**src/rtl/dtim_pkg.sv**
```systemverilog
package dtim_pkg;
  localparam int BUS_W  = 32;
  localparam int ADDR_W = 8;

  localparam logic [ADDR_W-1:0] A_CNT_LO = 8'h10;
  localparam logic [ADDR_W-1:0] A_CNT_HI = 8'h14;
  localparam logic [ADDR_W-1:0] A_PRD_LO = 8'h18;
  localparam logic [ADDR_W-1:0] A_PRD_HI = 8'h1C;
  localparam logic [ADDR_W-1:0] A_CTRL   = 8'h20;
  localparam logic [ADDR_W-1:0] A_GCR    = 8'h24;
  localparam logic [ADDR_W-1:0] A_CMP    = 8'h28;
  localparam logic [ADDR_W-1:0] A_STS    = 8'h2C;

  localparam int EM_LO_LSB = 6;
  localparam int EM_HI_LSB = 22;

  localparam logic [1:0] EM_OFF  = 2'd0;
  localparam logic [1:0] EM_ONCE = 2'd1;
  localparam logic [1:0] EM_LOOP = 2'd2;

  localparam logic [1:0] ARR_SPLIT = 2'b01;
  localparam int GCR_W = 4;
  localparam int STS_W = 3;
endpackage

```
**src/rtl/dtim_half.sv**
```systemverilog
module dtim_half
  import dtim_pkg::*;
#(
  parameter int CW = 32
) (
  input  logic          clk_i,
  input  logic          rst_ni,
  input  logic          rel_i,
  input  logic          run_i,
  input  logic          cnt_we_i,
  input  logic          prd_we_i,
  input  logic          em_we_i,
  input  logic [CW-1:0] wdata_i,
  input  logic [1:0]    em_wdata_i,
  output logic [CW-1:0] cnt_o,
  output logic [CW-1:0] prd_o,
  output logic [1:0]    em_o,
  output logic          act_o,
  output logic          match_o,
  output logic          evt_o
);
  logic [CW-1:0] cnt_q, prd_q;
  logic [1:0]    em_q;
  logic          evt_q;
  logic          act, match;

  assign act   = run_i && (em_q == EM_ONCE || em_q == EM_LOOP);
  assign match = act && (cnt_q == prd_q);

  always_ff @(posedge clk_i or negedge rst_ni) begin
    if (!rst_ni)        cnt_q <= '0;
    else if (!rel_i)    cnt_q <= '0;
    else if (cnt_we_i)  cnt_q <= wdata_i;
    else if (match)     cnt_q <= '0;
    else if (act)       cnt_q <= cnt_q + CW'(1);
  end

  always_ff @(posedge clk_i or negedge rst_ni) begin
    if (!rst_ni)       prd_q <= '1;
    else if (prd_we_i) prd_q <= wdata_i;
  end

  // software write wins over the single-shot self-disable
  always_ff @(posedge clk_i or negedge rst_ni) begin
    if (!rst_ni)                         em_q <= EM_OFF;
    else if (em_we_i)                    em_q <= em_wdata_i;
    else if (match && em_q == EM_ONCE)   em_q <= EM_OFF;
  end

  always_ff @(posedge clk_i or negedge rst_ni) begin
    if (!rst_ni) evt_q <= 1'b0;
    else         evt_q <= match;
  end

  assign cnt_o   = cnt_q;
  assign prd_o   = prd_q;
  assign em_o    = em_q;
  assign act_o   = act;
  assign match_o = match;
  assign evt_o   = evt_q;
endmodule

```
**src/rtl/dtim_cmp.sv**
```systemverilog
module dtim_cmp #(
  parameter int CW = 32
) (
  input  logic          clk_i,
  input  logic          rst_ni,
  input  logic          we_i,
  input  logic [CW-1:0] wdata_i,
  input  logic [CW-1:0] cnt_i,
  input  logic          act_i,
  output logic [CW-1:0] cmp_o,
  output logic          match_o,
  output logic          evt_o
);
  logic [CW-1:0] cmp_q;
  logic          evt_q, match;

  assign match = act_i && (cnt_i == cmp_q);

  always_ff @(posedge clk_i or negedge rst_ni) begin
    if (!rst_ni)   cmp_q <= '0;
    else if (we_i) cmp_q <= wdata_i;
  end

  always_ff @(posedge clk_i or negedge rst_ni) begin
    if (!rst_ni) evt_q <= 1'b0;
    else         evt_q <= match;
  end

  assign cmp_o   = cmp_q;
  assign match_o = match;
  assign evt_o   = evt_q;
endmodule

```
**src/rtl/dual_timer.sv**
```systemverilog
module dual_timer
  import dtim_pkg::*;
#(
  parameter int CW      = 32,
  parameter bit HAS_CMP = 1'b1
) (
  input  logic              clk_i,
  input  logic              rst_ni,
  input  logic              req_i,
  input  logic              we_i,
  input  logic [ADDR_W-1:0] addr_i,
  input  logic [BUS_W-1:0]  wdata_i,
  output logic [BUS_W-1:0]  rdata_o,
  output logic              evt_lo_o,
  output logic              evt_hi_o,
  output logic              evt_cmp_o
);
  localparam int NH = 2;

  logic             wr_en, rd_en;
  logic [GCR_W-1:0] gcr_q, gcr_d;
  logic [STS_W-1:0] sts_q, sts_set, sts_clr;
  logic             run_ok;

  logic [CW-1:0] cnt_v [NH];
  logic [CW-1:0] prd_v [NH];
  logic [1:0]    em_v  [NH];
  logic [NH-1:0] act_v, match_v, evt_v;

  logic [CW-1:0] cmp_v;
  logic          cmp_match, cmp_evt;

  assign wr_en = req_i && we_i;
  assign rd_en = req_i && !we_i;

  assign gcr_d  = (wr_en && addr_i == A_GCR) ? wdata_i[GCR_W-1:0] : gcr_q;
  assign run_ok = (gcr_q[3:2] == ARR_SPLIT);

  always_ff @(posedge clk_i or negedge rst_ni) begin
    if (!rst_ni) gcr_q <= '0;
    else         gcr_q <= gcr_d;
  end

  for (genvar g = 0; g < NH; g++) begin : g_half
    localparam int EM_LSB = (g == 0) ? EM_LO_LSB : EM_HI_LSB;
    localparam logic [ADDR_W-1:0] A_CNT = (g == 0) ? A_CNT_LO : A_CNT_HI;
    localparam logic [ADDR_W-1:0] A_PRD = (g == 0) ? A_PRD_LO : A_PRD_HI;

    dtim_half #(.CW(CW)) u_half (
      .clk_i      (clk_i),
      .rst_ni     (rst_ni),
      .rel_i      (gcr_d[g]),
      .run_i      (gcr_q[g] && run_ok),
      .cnt_we_i   (wr_en && addr_i == A_CNT),
      .prd_we_i   (wr_en && addr_i == A_PRD),
      .em_we_i    (wr_en && addr_i == A_CTRL),
      .wdata_i    (wdata_i[CW-1:0]),
      .em_wdata_i (wdata_i[EM_LSB +: 2]),
      .cnt_o      (cnt_v[g]),
      .prd_o      (prd_v[g]),
      .em_o       (em_v[g]),
      .act_o      (act_v[g]),
      .match_o    (match_v[g]),
      .evt_o      (evt_v[g])
    );
  end

  if (HAS_CMP) begin : g_cmp
    dtim_cmp #(.CW(CW)) u_cmp (
      .clk_i   (clk_i),
      .rst_ni  (rst_ni),
      .we_i    (wr_en && addr_i == A_CMP),
      .wdata_i (wdata_i[CW-1:0]),
      .cnt_i   (cnt_v[0]),
      .act_i   (act_v[0]),
      .cmp_o   (cmp_v),
      .match_o (cmp_match),
      .evt_o   (cmp_evt)
    );
  end else begin : g_nocmp
    assign cmp_v     = '0;
    assign cmp_match = 1'b0;
    assign cmp_evt   = 1'b0;
  end

  // set beats write-one-to-clear
  assign sts_set = {cmp_match, match_v[1], match_v[0]};
  assign sts_clr = (wr_en && addr_i == A_STS) ? wdata_i[STS_W-1:0] : '0;

  always_ff @(posedge clk_i or negedge rst_ni) begin
    if (!rst_ni) sts_q <= '0;
    else         sts_q <= (sts_q & ~sts_clr) | sts_set;
  end

  always_comb begin
    rdata_o = '0;
    if (rd_en) begin
      unique case (addr_i)
        A_CNT_LO: rdata_o = BUS_W'(cnt_v[0]);
        A_CNT_HI: rdata_o = BUS_W'(cnt_v[1]);
        A_PRD_LO: rdata_o = BUS_W'(prd_v[0]);
        A_PRD_HI: rdata_o = BUS_W'(prd_v[1]);
        A_CTRL:   rdata_o = (BUS_W'(em_v[0]) << EM_LO_LSB) |
                            (BUS_W'(em_v[1]) << EM_HI_LSB);
        A_GCR:    rdata_o = BUS_W'(gcr_q);
        A_CMP:    rdata_o = BUS_W'(cmp_v);
        A_STS:    rdata_o = BUS_W'(sts_q);
        default:  rdata_o = '0;
      endcase
    end
  end

  assign evt_lo_o  = evt_v[0];
  assign evt_hi_o  = evt_v[1];
  assign evt_cmp_o = cmp_evt;
endmodule

```
**config.mk**
```make
export PLATFORM = sky130hd
export DESIGN_NAME = dual_timer
export DESIGN_NICKNAME = d
export VERILOG_FILES = /design/src/rtl/dtim_pkg.sv /design/src/rtl/dtim_half.sv /design/src/rtl/dtim_cmp.sv /design/src/rtl/dual_timer.sv
export SDC_FILE = /design/constraint.sdc
export NUM_CORES = 1
export LEC_CHECK = 0
export BUFFER_PORTS_ARGS = -buffer_cell sky130_fd_sc_hd__buf_2
export CORE_MARGIN = 2
export CORE_UTILIZATION = 55
export CTS_CLUSTER_DIAMETER = 80
export DETAILED_ROUTE_END_ITERATION = 6
export PLACE_DENSITY = 0.72
export REMOVE_ABC_BUFFERS = 1
export SLEW_MARGIN = 20
export SYNTH_ARGS = -nofsm -noshare
export SYNTH_HDL_FRONTEND = slang
export SYNTH_HIERARCHICAL = 1
export SYNTH_SLANG_ARGS = --single-unit
```
**constraint.sdc**
```tcl
create_clock -name clk_i -period 4.35 [get_ports clk_i]
set_clock_uncertainty 0.2 [all_clocks]
set_input_delay 0.6525 -clock clk_i [delete_from_list [all_inputs] [get_ports clk_i]]
set_output_delay 0.6525 -clock clk_i [all_outputs]
set_load 0.02 [all_outputs]
```
==> summary.md <==
| Metric | Value |
|---|---|
| Status | `finished, final reports clean` |
| Worst Path Buf+Inv | `3` |
| Starting DRT DRC Count | `1169` |
| DR WL/cell | `27.10 um` |
| Period utilization | `about four fifths` |
| PnR worst setup slack | `785.7 ps` |
| WP data required | `3500 ps` |
| Tmin final | `3564 ps` |
| Layout cell share with drive strength beyond 1 | `30.20%` |
| Setup Slack @ Placement | `approximately 530 ps` |
| Worst setup path class | `in -> out` |
| Synthesis-to-layout area growth | `9.000%` |
| Relative slew slack | `47.54%` |
| # fillers | `~1800` |
| EDFF count, synth | `0` |
| Clock tree from TritonCTS | `yes` |
| Setup violators final | `0` |
| Nets | `~1300` |
| Pleak | `approximately 5.6 nW` |
| GRT met3 Usage | `5.331%` |
| Fin. max-slew vios | `0` |
| GP Congestion | `0.9679` |
| Critical path cell sequence | `buf_2, nor4b_2, buf_4, and2_1, a22oi_1, nor2_1, buf_2` |
| Compound-Gate Fraction of Synth Area | `13.21%` |
| Hold_buf cts | `0` |
| Flops & latches, synth | `between 150 and 200` |
| DIE WIDTH | `151.3 um` |
| Synth Area in Simple Gates | `21.00%` |
| First-pass GRT wire length | `62090 um` |
| Final-report hold violation count | `0` |
| Fmax | `around 0.28 GHz` |
| # resized after CTS | `0` |
| Clk_lat worst skew | `between 400 and 500 ps` |
| Post-CTS setup buffer count | `0` |
| Slew @ Worst Pin | `786.9 ps` |
| GR Util met2 | `56.49%` |
| Synth Instances | `roughly 1200` |
| CTS buffer count | `17` |
| Core Region | `21150 um2` |
| Area after DPL | `12420 um2` |
| Crit path top cell by count | `buf_2` |
| Max clock buf depth | `2` |
| Design Area, Final | `between 10000 and 15000 um2` |
| Worst path depth | `7` |
| Worst R2R Path Depth | `9` |
| Mapped Area | `11930 um2` |
| Initial Util | `56.39%` |
| Clk root buf | `clkbuf_16` |
| Final ANT Viol Nets | `0` |
| Hold Crit Class | `in -> async` |
| Hold_ws | `32.63 ps` |
| Sequential share of the synthesized area | `37.17%` |
| RSZ-0062 raised after global routing | `no` |
| Delay-heaviest family, CP | `simple AND/OR/NAND/NOR gates` |
| Warning count from the yosys run | `6` |
| ANT cells | `0` |
| DRC Markers | `0` |
| Primary FF master, synth | `dfrtp_1` |
| Vias per cell | `approximately 6.9` |
| Syn avg cell area | `roughly 10 um2` |
| CP startpoint kind | `input port` |
| Post-Synth Adder-Cell Area | `less than 1%` |
| P per Cell Area | `273.7 nW/um2` |
| CP Capture Type | `output port` |
| Port bufs | `78` |
| CP Max Fanout | `14` |
| Via Count | `around 10000` |
| Num Clock Sinks | `174` |
| Remaining global-route overflow | `0` |
| GRT met1 Usage | `51.28%` |
| Largest net degree at the start of global routing | `80` |
| Vias in the first global route | `~10000` |
| XOR/XNOR Fraction of Synth Area | `8.370%` |
| Post-Layout Cell Count | `1510` |
| Die ar. | `22880 um2` |
| VDD IR-drop max | `around 0.25 mV` |
| I/O pins | `79` |
| GRT Resource Usage Total | `36.84%` |
| CP peak stage delay | `approximately 670 ps` |
| Netlist cell types | `77` |
| Worst-path clk slew | `~70 ps` |
| Die Span Y | `151.3 um` |
| Top Usage Layer GRT | `met2` |
| Initial antenna violation count | `1` |
| HPWL Detailed | `29560 um` |
| Core Rows | `53` |
| Mux contribution to synthesized area | `between 10% and 20%` |
| Post-Route WL | `a little over 40000 um` |
| Largest family of logic cells by synthesized area | `simple AND/OR/NAND/NOR gates` |
| Crit-path slowest cell | `and2_1` |
| Cell total after placement | `about 1500` |
| Max Cap Viol | `0` |
| Post-synth ARST share | `100.0%` |
| H-Tree Depth | `4` |
| DRT Pass-1 Iters | `6` |
| Worst Path Arrival | `2710 ps` |
==> Yosys cell counts, drive strengths merged, types with 10 or more instances <==
| cell type | n | share of area (%) |
|---|---|---|
| nor3b | 18 | 1.1 |
| o21ai | 75 | 3.1 |
| dfstp | 64 | 14 |
| and3 | 31 | 1.8 |
| inv | 23 | 0.72 |
| a32o | 14 | 1.2 |
| a22oi | 47 | 3.0 |
| mux2 | 100 | 9.4 |
| nand3 | 31 | 1.5 |
| nor3 | 26 | 1.3 |
| dfrtp | 110 | 23 |
| nor2 | 44 | 1.4 |
| xor2 | 45 | 3.3 |
| o21a | 10 | 0.63 |
| and2 | 17 | 0.91 |
| xnor2 | 69 | 5.1 |
| mux4 | 23 | 4.3 |
| nand2 | 111 | 3.5 |
| nor4 | 31 | 2.2 |
| a32oi | 10 | 0.73 |
| o211ai | 12 | 0.76 |
| clkbuf | 34 | 1.4 |
| buf | 50 | 2.9 |
| mux2i | 12 | 1.0 |
| a21oi | 12 | 0.50 |
| nand4 | 57 | 3.5 |
| nor2b | 18 | 0.99 |
==> metrics by stage <==
stage                     utilization, %  total power [mW]  setup TNS, ps
after floorplan                        -             1.833          -4399
after global placement             58.70             1.999              0
after detailed placement           58.70             2.005              0
after CTS                          61.47             3.562              0
after global routing               61.47             3.657              0
final                              61.47             3.558              0
==> worst reg2reg max path: cells and delay by family, from the launching register on <==
family          cells  cell delay (ps)
buf+inv             2              340
fa+ha+maj           1              280
flops               1              400
simple gates        4             1120
compound gates      2              400
==> metal layers <==
layer / share of wire (%) / vias to the layer above
met5: 0.029 / -
met4: 5.4 / 2
met1: 41 / 5193
met2: 45 / 676
li1: - / 4469
met3: 8.8 / 144
==> report_power, final <==
part,switching (mW),total [mW],internal [mW]
logic,0.191,0.294,0.103
registers,0.0320,1.69,1.66
clock network,0.713,1.57,0.859
total,0.936,3.56,2.62
==> area by class of cell <==
type / instances / area (um2) / area share, %
multi-input cells: 900 / 6933 / 53.32
flip-flops and latches: 174 / 4434 / 34.10
repair buffers: 106 / 619.3 / 4.763
clock buffers: 18 / 429.2 / 3.301
well taps: 275 / 344.1 / 2.646
clock inverters: 14 / 156.4 / 1.203
inverters: 23 / 86.33 / 0.6640
==> final timing paths <==
kind	start	to	slack, ps
min reg2reg	sts_q[2]$_DFF_PN0_	sts_q[2]$_DFF_PN0_	290
max reg2reg	g_half[1].u_half/em_o[1]$_DFFE_PN0P_	g_half[1].u_half/cnt_o[23]$_DFFE_PN0P_	1470
max	addr_i[4]	rdata_o[27]	790
min	rst_ni	g_half[0].u_half/cnt_o[7]$_DFFE_PN0P_	30
min in group clk_i	sts_q[2]$_DFF_PN0_	sts_q[2]$_DFF_PN0_	290
max in group asynchronous	rst_ni	g_half[1].u_half/prd_o[6]$_DFFE_PN1P_	2960
==> flip-flops by register name, summed over array words and instances (netlist names) <==
| signal | count |
|---|---|
| g_cmp.u_cmp/cmp_o | 32 |
| g_half.u_half/prd_o | 64 |
| sts_q | 3 |
| g_half.u_half/cnt_o | 64 |
| g_half.u_half/evt_o | 2 |
| g_cmp.u_cmp/evt_o | 1 |
| g_half.u_half/em_o | 4 |
| gcr_q | 4 |
==> cells by family after synthesis <==
logic type,count (synthesis)
AOI/OAI and AO/OA,226
xor gates and xnor gates,114
muxes,135
buffers and inverters,107
and+or+nand+nor,421
adders and majority gates,4
DFF,174
==> cells in the final DEF (no fill, tap or decap), drive strengths merged, types with 7 or more instances in the layout <==
cell    instances
nor3           26
xor2           45
mux2          100
and2           17
buf           106
a22o            8
o211ai         12
o21ai          75
inv            29
a22oi          47
nor2b          18
nor4           31
o21a           10
and3           31
mux4           23
dfstp          64
dfrtp         110
mux2i          12
nor4b           7
nor2           44
a32o           14
nand4          57
clkbuf         18
xnor2          69
o31ai           8
a32oi          10
a21oi          12
nor3b          18
nand3          31
nand2         111
(Power assumes the default switching activity.)
